[src/rtl/arb_pkg.sv]
package arb_pkg;
  typedef enum logic [1:0] {
    ST_IDLE = 2'd0,
    ST_BUSY = 2'd1,
    ST_ACK  = 2'd2
  } arbState_t;

  typedef struct packed {
    logic load;     // capture the winner this edge
    logic grantOn;  // a grant is being held
    logic ackOn;    // acknowledge is being held
  } arbStrb_t;
endpackage

[src/rtl/arb_ctrl.sv]
module arb_ctrl
  import arb_pkg::*;
(
  input  logic     clk,
  input  logic     rstN,
  input  logic     candValid,
  input  logic     xferDone,
  input  logic     ownerReq,
  output arbStrb_t strb
);
  arbState_t state, stateNext;

  always_comb begin
    stateNext = state;
    case (state)
      ST_IDLE: if (candValid) stateNext = ST_BUSY;
      ST_BUSY: if (xferDone)  stateNext = ST_ACK;
      ST_ACK:  if (!ownerReq) stateNext = ST_IDLE;
      default: stateNext = ST_IDLE;
    endcase
  end

  always_ff @(posedge clk or negedge rstN) begin
    if (!rstN) state <= ST_IDLE;
    else       state <= stateNext;
  end

  always_comb begin
    strb.load    = (state == ST_IDLE) && candValid;
    strb.grantOn = (state == ST_BUSY);
    strb.ackOn   = (state == ST_ACK);
  end

  AST_GRANT_HOLD: assert property (@(posedge clk) disable iff (!rstN)
    strb.grantOn && !xferDone |=> strb.grantOn);
  AST_DONE_TO_ACK: assert property (@(posedge clk) disable iff (!rstN)
    strb.grantOn && xferDone |=> strb.ackOn && !strb.grantOn);
  AST_ACK_HOLD: assert property (@(posedge clk) disable iff (!rstN)
    strb.ackOn && ownerReq |=> strb.ackOn);
  AST_ACK_RELEASE: assert property (@(posedge clk) disable iff (!rstN)
    strb.ackOn && !ownerReq |=> !strb.ackOn && !strb.grantOn);
endmodule

[src/rtl/arb_datapath.sv]
module arb_datapath
  import arb_pkg::*;
#(
  parameter int NUM_CH = 7,
  parameter int LVL_W  = 2
) (
  input  logic                    clk,
  input  logic                    rstN,
  input  logic [NUM_CH-1:0]       chanReq,
  input  logic [NUM_CH-1:0]       chanEn,
  input  logic [NUM_CH*LVL_W-1:0] prioVec,
  input  arbStrb_t                strb,
  output logic                    candValid,
  output logic                    ownerReq,
  output logic [NUM_CH-1:0]       grantVec,
  output logic [$clog2(NUM_CH)-1:0] grantIdx,
  output logic                    grantValid,
  output logic [NUM_CH-1:0]       ackVec
);
  localparam int IDX_W = $clog2(NUM_CH);

  logic [LVL_W-1:0]  chLvl [NUM_CH];
  logic [NUM_CH-1:0] cand;
  logic              selFound;
  logic [IDX_W-1:0]  selIdx;
  logic [LVL_W-1:0]  selLvl;
  logic [IDX_W-1:0]  ownerIdx;
  logic [NUM_CH-1:0] ownerVec;

  for (genvar g = 0; g < NUM_CH; g++) begin : g_unpack
    assign chLvl[g] = prioVec[g*LVL_W +: LVL_W];
  end

  assign cand = chanReq & chanEn;

  // Scan from the top index down; ">=" lets a lower index take over a tie.
  always_comb begin
    selFound = 1'b0;
    selIdx   = '0;
    selLvl   = '0;
    for (int ch = NUM_CH - 1; ch >= 0; ch--) begin
      if (cand[ch] && (!selFound || chLvl[ch] >= selLvl)) begin
        selFound = 1'b1;
        selIdx   = IDX_W'(ch);
        selLvl   = chLvl[ch];
      end
    end
  end

  assign candValid = selFound;

  always_ff @(posedge clk or negedge rstN) begin
    if (!rstN) begin
      ownerIdx <= '0;
      ownerVec <= '0;
    end else if (strb.load) begin
      ownerIdx <= selIdx;
      ownerVec <= NUM_CH'(1) << selIdx;
    end
  end

  assign ownerReq   = |(ownerVec & chanReq);
  assign grantValid = strb.grantOn;
  assign grantVec   = strb.grantOn ? ownerVec : '0;
  assign grantIdx   = strb.grantOn ? ownerIdx : '0;
  assign ackVec     = strb.ackOn ? ownerVec : '0;

  AST_GRANT_ONEHOT: assert property (@(posedge clk) disable iff (!rstN)
    $onehot0(grantVec) && (grantValid == (grantVec != '0)));
  AST_GRANT_ENABLED: assert property (@(posedge clk) disable iff (!rstN)
    $rose(grantValid) |-> (grantVec & $past(chanReq & chanEn)) != '0);
  AST_NO_GRANT_WITH_ACK: assert property (@(posedge clk) disable iff (!rstN)
    !(grantValid && ackVec != '0));
endmodule

[src/rtl/dma_prio_arbiter.sv]
module dma_prio_arbiter
  import arb_pkg::*;
#(
  parameter int NUM_CH = 7,
  parameter int LVL_W  = 2
) (
  input  logic                      clk,
  input  logic                      rstN,
  input  logic [NUM_CH-1:0]         chanReq,
  input  logic [NUM_CH-1:0]         chanEn,
  input  logic [NUM_CH*LVL_W-1:0]   prioVec,
  input  logic                      xferDone,
  output logic [NUM_CH-1:0]         grantVec,
  output logic [$clog2(NUM_CH)-1:0] grantIdx,
  output logic                      grantValid,
  output logic [NUM_CH-1:0]         ackVec
);
  arbStrb_t strb;
  logic     candValid;
  logic     ownerReq;

  arb_ctrl i_ctrl (
    .clk       (clk),
    .rstN      (rstN),
    .candValid (candValid),
    .xferDone  (xferDone),
    .ownerReq  (ownerReq),
    .strb      (strb)
  );

  arb_datapath #(.NUM_CH(NUM_CH), .LVL_W(LVL_W)) i_dp (
    .clk        (clk),
    .rstN       (rstN),
    .chanReq    (chanReq),
    .chanEn     (chanEn),
    .prioVec    (prioVec),
    .strb       (strb),
    .candValid  (candValid),
    .ownerReq   (ownerReq),
    .grantVec   (grantVec),
    .grantIdx   (grantIdx),
    .grantValid (grantValid),
    .ackVec     (ackVec)
  );

  AST_IDLE_QUIET: assert property (@(posedge clk) disable iff (!rstN)
    !grantValid |-> grantVec == '0 && grantIdx == '0);
endmodule

[config.mk]
export PLATFORM = sky130hd
export DESIGN_NAME = dma_prio_arbiter
export DESIGN_NICKNAME = d
export VERILOG_FILES = /design/src/rtl/arb_pkg.sv /design/src/rtl/arb_ctrl.sv /design/src/rtl/arb_datapath.sv /design/src/rtl/dma_prio_arbiter.sv
export SDC_FILE = /design/constraint.sdc
export NUM_CORES = 1
export LEC_CHECK = 0
export CAP_MARGIN = 10
export CORE_MARGIN = 8
export CORE_UTILIZATION = 43
export CTS_CLUSTER_DIAMETER = 150
export DETAILED_ROUTE_END_ITERATION = 8
export PLACE_DENSITY_LB_ADDON = 0.12
export SYNTH_ARGS = -nofsm -noshare
export SYNTH_HDL_FRONTEND = slang
export SYNTH_SLANG_ARGS = --single-unit
[constraint.sdc]
create_clock -name clk -period 1.8 [get_ports clk]
set_input_delay 0.45 -clock clk [delete_from_list [all_inputs] [get_ports clk]]
set_output_delay 0.45 -clock clk [all_outputs]
set_load 0.01 [all_outputs]
==> reports/metrics.cfg, run 1 <==
[clock_tree]
numCtsBuffers = 3
ctsHoldBuffers = 0
root_buffer = clkbuf_4
cts_setup_buffers = 39
clockBufferDepth = 2
ctsResizeCount = 156
numClockSinks = 12
htreeDepth = 1

[floorplanning]
die_h_um = 69.3
initial_core_util_pct = 44.7
rows = 19
io_pins = 49
die_w_um = 69.3

[synth]
synth.area.top_cells = dfrtp_1 (25%), ha_1 (12%), and2_1 (10%)
synth_top_cell_by_area = dfrtp_1
yosysWarnings = 0
synth_fp_nets = 198
ys_seq_area_share_pct = 24.6
synth.avg_cell_area_um2 = 7.89
synthArstFlopShare_pct = 100
yosys_most_used_dff = dfrtp_1
synth.top_cell.area_share_pct = 24.6
ys_ff_latch = 12
synth-edff-count = 0
ys_types = 37
syn_inst = 155
synth_area_um2 = 1220

[placed_design]
hpwlAfterDp_um = 3870
numPortBuffers = 48
dp_worst_setup_slack_ns = -5.67
gp_congestion = 0.873

[status]
lastStage = clock tree synthesis
stop_error = [ERROR DPL-0038] Utilization greater than 100%, impossible to legalize
outcome = did not finish

-- metrics by stage --
| stage | hold WS [ns] | util, % | TNS [ns] | instance area, um^2 | std cells |
|---|---|---|---|---|---|
| after floorplan | 0.154 | - | -45.63 | 1410 | 155 |
| after global placement | 0.460 | 86.2 | -54.09 | 2360 | 290 |
| after detailed placement | 0.481 | 86.2 | -57.03 | 2360 | 290 |
-- cell families after synthesis --
group                      Yosys count  synth area share, %
muxes                                1                0.921
AOI/OAI and AO/OA                   53                 31.1
DFF                                 12                 24.6
buffers and inverters               12                 3.89
adders and majority gates           12                 12.3
and+or+nand+nor                     65                 27.2
-- cell usage after synthesis (2+ instances only) --
cell / instances
buf_2: 2
nor2b_1: 2
a32o_1: 2
a211o_1: 3
a22oi_1: 3
nand2_1: 20
nand3_1: 5
ha_1: 12
o41ai_1: 3
nor2_1: 6
o31ai_1: 2
a222oi_1: 2
a21oi_1: 12
inv_1: 9
a31oi_1: 2
nand2b_1: 6
o21ai_0: 8
and2_1: 20
dfrtp_1: 12
a311o_1: 2
a21o_1: 5
nor3_1: 2
==> run 2: changes to the inputs <==
--- a/config.mk
+++ b/config.mk
@@ -6,11 +6,10 @@
 export NUM_CORES = 1
 export LEC_CHECK = 0
 export CAP_MARGIN = 10
-export CORE_MARGIN = 8
-export CORE_UTILIZATION = 43
-export CTS_CLUSTER_DIAMETER = 150
+export CORE_AREA = 8 8 69 71
 export DETAILED_ROUTE_END_ITERATION = 8
-export PLACE_DENSITY_LB_ADDON = 0.12
+export DIE_AREA = 0 0 77 79
+export PLACE_DENSITY_LB_ADDON = 0.15
 export SYNTH_ARGS = -nofsm -noshare
 export SYNTH_HDL_FRONTEND = slang
 export SYNTH_SLANG_ARGS = --single-unit
==> run 2 against run 1 <==
The flow now finishes, with violations (negative setup slack). Synthesized area stayed put. Synthesized cell count is the same.
==> reports/metrics.cfg, run 2 <==
[synth]
synth_top_cell_by_area = dfrtp_1
synth_fp_nets = 198  ; unchanged
synthArstFlopShare_pct = 100  ; unchanged
yosysWarnings = 0  ; unchanged
synth.avg_cell_area_um2 = 7.89  ; unchanged
synth_area_um2 = 1220  ; unchanged
synth.area.top_cells = dfrtp_1 (25%), ha_1 (12%), and2_1 (10%)
ys_types = 37  ; unchanged
synth.top_cell.area_share_pct = 24.6  ; unchanged
syn_inst = 155  ; unchanged
ys_ff_latch = 12  ; unchanged
ys_top_cells_by_count = and2_1 (20), nand2_1 (20), a21oi_1 (12), dfrtp_1 (12), ha_1 (12)
synth-edff-count = 0  ; unchanged
ys_seq_area_share_pct = 24.6  ; unchanged
yosys_most_used_dff = dfrtp_1

[sta]
tightestPinTransition_ns = 0.548
rsz0062_at_grt = true
max_slew_margin_pct = 63.4
fmax_mhz = 148
setup_ws_ns = -4.94
fin_skew_ns = 0.00154
drv_slew = 0
tns_ns = -48.25
finalHoldViolCount = 0
setup_viol = 11
min_period_ns = 6.74
final.period_utilization_pct = 375

[clock_tree]
clk_latency_ns = 0.24
numClockSinks = 12  ; unchanged
numCtsBuffers = 3  ; unchanged
cts_tree = done
htreeDepth = 1  ; unchanged
clockBufferDepth = 2  ; unchanged
clkTransAtPathRegs_ns = 0.05
root_buffer = clkbuf_8

[global_routing]
met1_usage_pct = 15.5
grt.busiest_layer = met2
grt_max_degree = 13
use_met3_pct = 2.93
gr-usage-all-layers_pct = 15.3
grt_pass1_vias = 1693
grtUsageMet2_pct = 30.7
antenna_found_initial = 0
globalRouteOverflowTotal = 0
grt_pass1_wl_um = 7820

[power]
pwr-share-seq_pct = 22.5
switchingPower_mw = 0.803
p_per_area_nw_per_um2 = 794
p_int_mw = 1.25
p_comb_share_pct = 63.0
pwr-share-clk_pct = 14.5
leakagePower_nw = 1.22
vdd_drop_max_mv = 0.611
switching_share_pct = 39.2

[floorplanning]
rows = 23  ; +4
initial_core_util_pct = 32.2  ; -13 points
core-area_um2 = 3800
die_w_um = 77  ; +11%
fp.dieArea_um2 = 6080
io_pins = 49  ; unchanged
die_h_um = 79  ; +14%

[min_path]
whs_path_depth = 2
hold_path.class = reg2reg

[worst_setup_path]
worstSetupPathType = in2reg
crit_cells = 37
crit_path_frequent_cell = a21oi_4
cp-end-kind = flip-flop
slowest_delay_ns = 0.39
critPathLaunchType = primary input
crit_arrival_ns = 6.87
crit_required_ns = 1.93
cp_slowest_cell = nor4_4
cp_max_fo = 4
critical_path.top_delay_family = compound AO/OA/AOI/OAI gates
cp_num_buf_inv = 3
r2r_cells = 3

[final_layout]
largest_register = i_dp.ownerVec
final_common_cell = buf_4
final_cell_mix = buf_4 (65), clkdlybuf4s50_1 (20), nand2_1 (19)
stdcell_count = 323
fin_util_pct = 67.9
nNetsFinal = 317
reg_top3 = i_dp.ownerVec (7), i_dp.ownerIdx (3), i_ctrl.state (2)
largest_reg_flops = 7
antenna_cells = 0
layout-drive-gt1-share_pct = 49.8
fill_cells = 344
area_growth_pct = 111

[route]
post_drt_wl_per_cell_um = 15.5
drt-pass1-iter-count = 4
drtIter0Drc = 90
final_antenna_net_count = 0
vias = 1682
drc_errors = 0
wl_um = 5010
vias_per_cell = 5.21

[placed_design]
dpl.cell_count = 302  ; +4.1%
gp_congestion = 0.833  ; -4.6%
hpwlAfterDp_um = 3700  ; -4.3%
dp_worst_setup_slack_ns = -5.65  ; +0.0145 ns
numPortBuffers = 48  ; unchanged

[flow_run]
maxCapViolations = 0

[status]
violations = negative setup slack
outcome = finished, violations left

## run 2: cell counts after synthesis
Identical to the previous run, type by type.
## run 2: per-layer routing
| metal | vias up | routed length (um) |
|---|---|---|
| li1 | 814 | - |
| met3 | 6 | 221 |
| met1 | 818 | 1870 |
| met2 | 44 | 2860 |
| met5 | - | 0 |
| met4 | 0 | 50 |
## run 2: cell families after synthesis
kind of cell | synth area share, %
adders and majority gates | 12.3
buffers and inverters | 3.89
and+or+nand+nor | 27.2
DFF | 24.6
muxes | 0.921
AOI/OAI and AO/OA | 31.1
## run 2: timing repair
item,4_1_cts,5_1_grt
gates resized for setup,81,30
hold buffers,0,0
endpoints found under the setup margin,29,27
pin swaps,35,21
setup buffers,10,7
gates cloned,1,0
## run 2: worst paths after layout
check                                 startpoint               end  slack [ns]
worst max-delay path                  chanReq[6]  i_dp.ownerVec[0]       -4.94
worst min-delay path            i_dp.ownerIdx[0]  i_dp.ownerIdx[0]        0.49
worst max register to register   i_ctrl.state[1]  i_dp.ownerVec[3]        0.30
worst min register to register  i_dp.ownerIdx[0]  i_dp.ownerIdx[0]        0.49
max in group asynchronous                   rstN  i_dp.ownerVec[5]        0.87
min in group asynchronous                   rstN  i_dp.ownerVec[0]        0.57
## run 2: final cells by class
class / count / area [um^2] / area share, %
sequential: 12 / 300 / 11.6
timing repair buffer: 117 / 936 / 36.3
inverter: 9 / 33.8 / 1.31
multi-input combinational: 131 / 1190 / 46.2
tap: 50 / 62.6 / 2.42
clock buffer: 4 / 55.1 / 2.13
## run 2: power by group through the flow
stage	sequential [mW]	clock, mW	combinational (mW)
floorplan	0.427	0	0.605
global placement	0.452	0	1.09
detailed placement	0.456	0	1.11
CTS	0.451	0.297	1.21
global route	0.476	0.310	1.39
finish	0.462	0.297	1.29
## run 2: metrics by stage
stage | power, mW | hold slack [ns] | cell area, um^2
after global placement | 1.54 | 0.461 | 2330
after detailed placement | 1.57 | 0.477 | 2330
after global routing | 2.18 | 0.522 | 2580
after floorplan | 1.03 | 0.154 | 1410
after CTS | 1.96 | 0.488 | 2520
final | 2.05 | 0.492 | 2580
## run 2: tightest hold or removal path, delay by kind of cell, from the launching register on
| family | cells | cell delay [ns] |
|---|---|---|
| flops | 1 | 0.34 |
| compound gates | 1 | 0.07 |
| simple gates | 1 | 0.05 |
(Power assumes the default switching activity.)
==> run 3: changes to the inputs <==
--- a/config.mk
+++ b/config.mk
@@ -10,6 +10,7 @@
 export DETAILED_ROUTE_END_ITERATION = 8
 export DIE_AREA = 0 0 77 79
 export PLACE_DENSITY_LB_ADDON = 0.15
+export SLEW_MARGIN = 20
 export SYNTH_ARGS = -nofsm -noshare
 export SYNTH_HDL_FRONTEND = slang
 export SYNTH_SLANG_ARGS = --single-unit
==> results of run 3 <==
Final layout, timing and power as in run 2 (identical DEF).
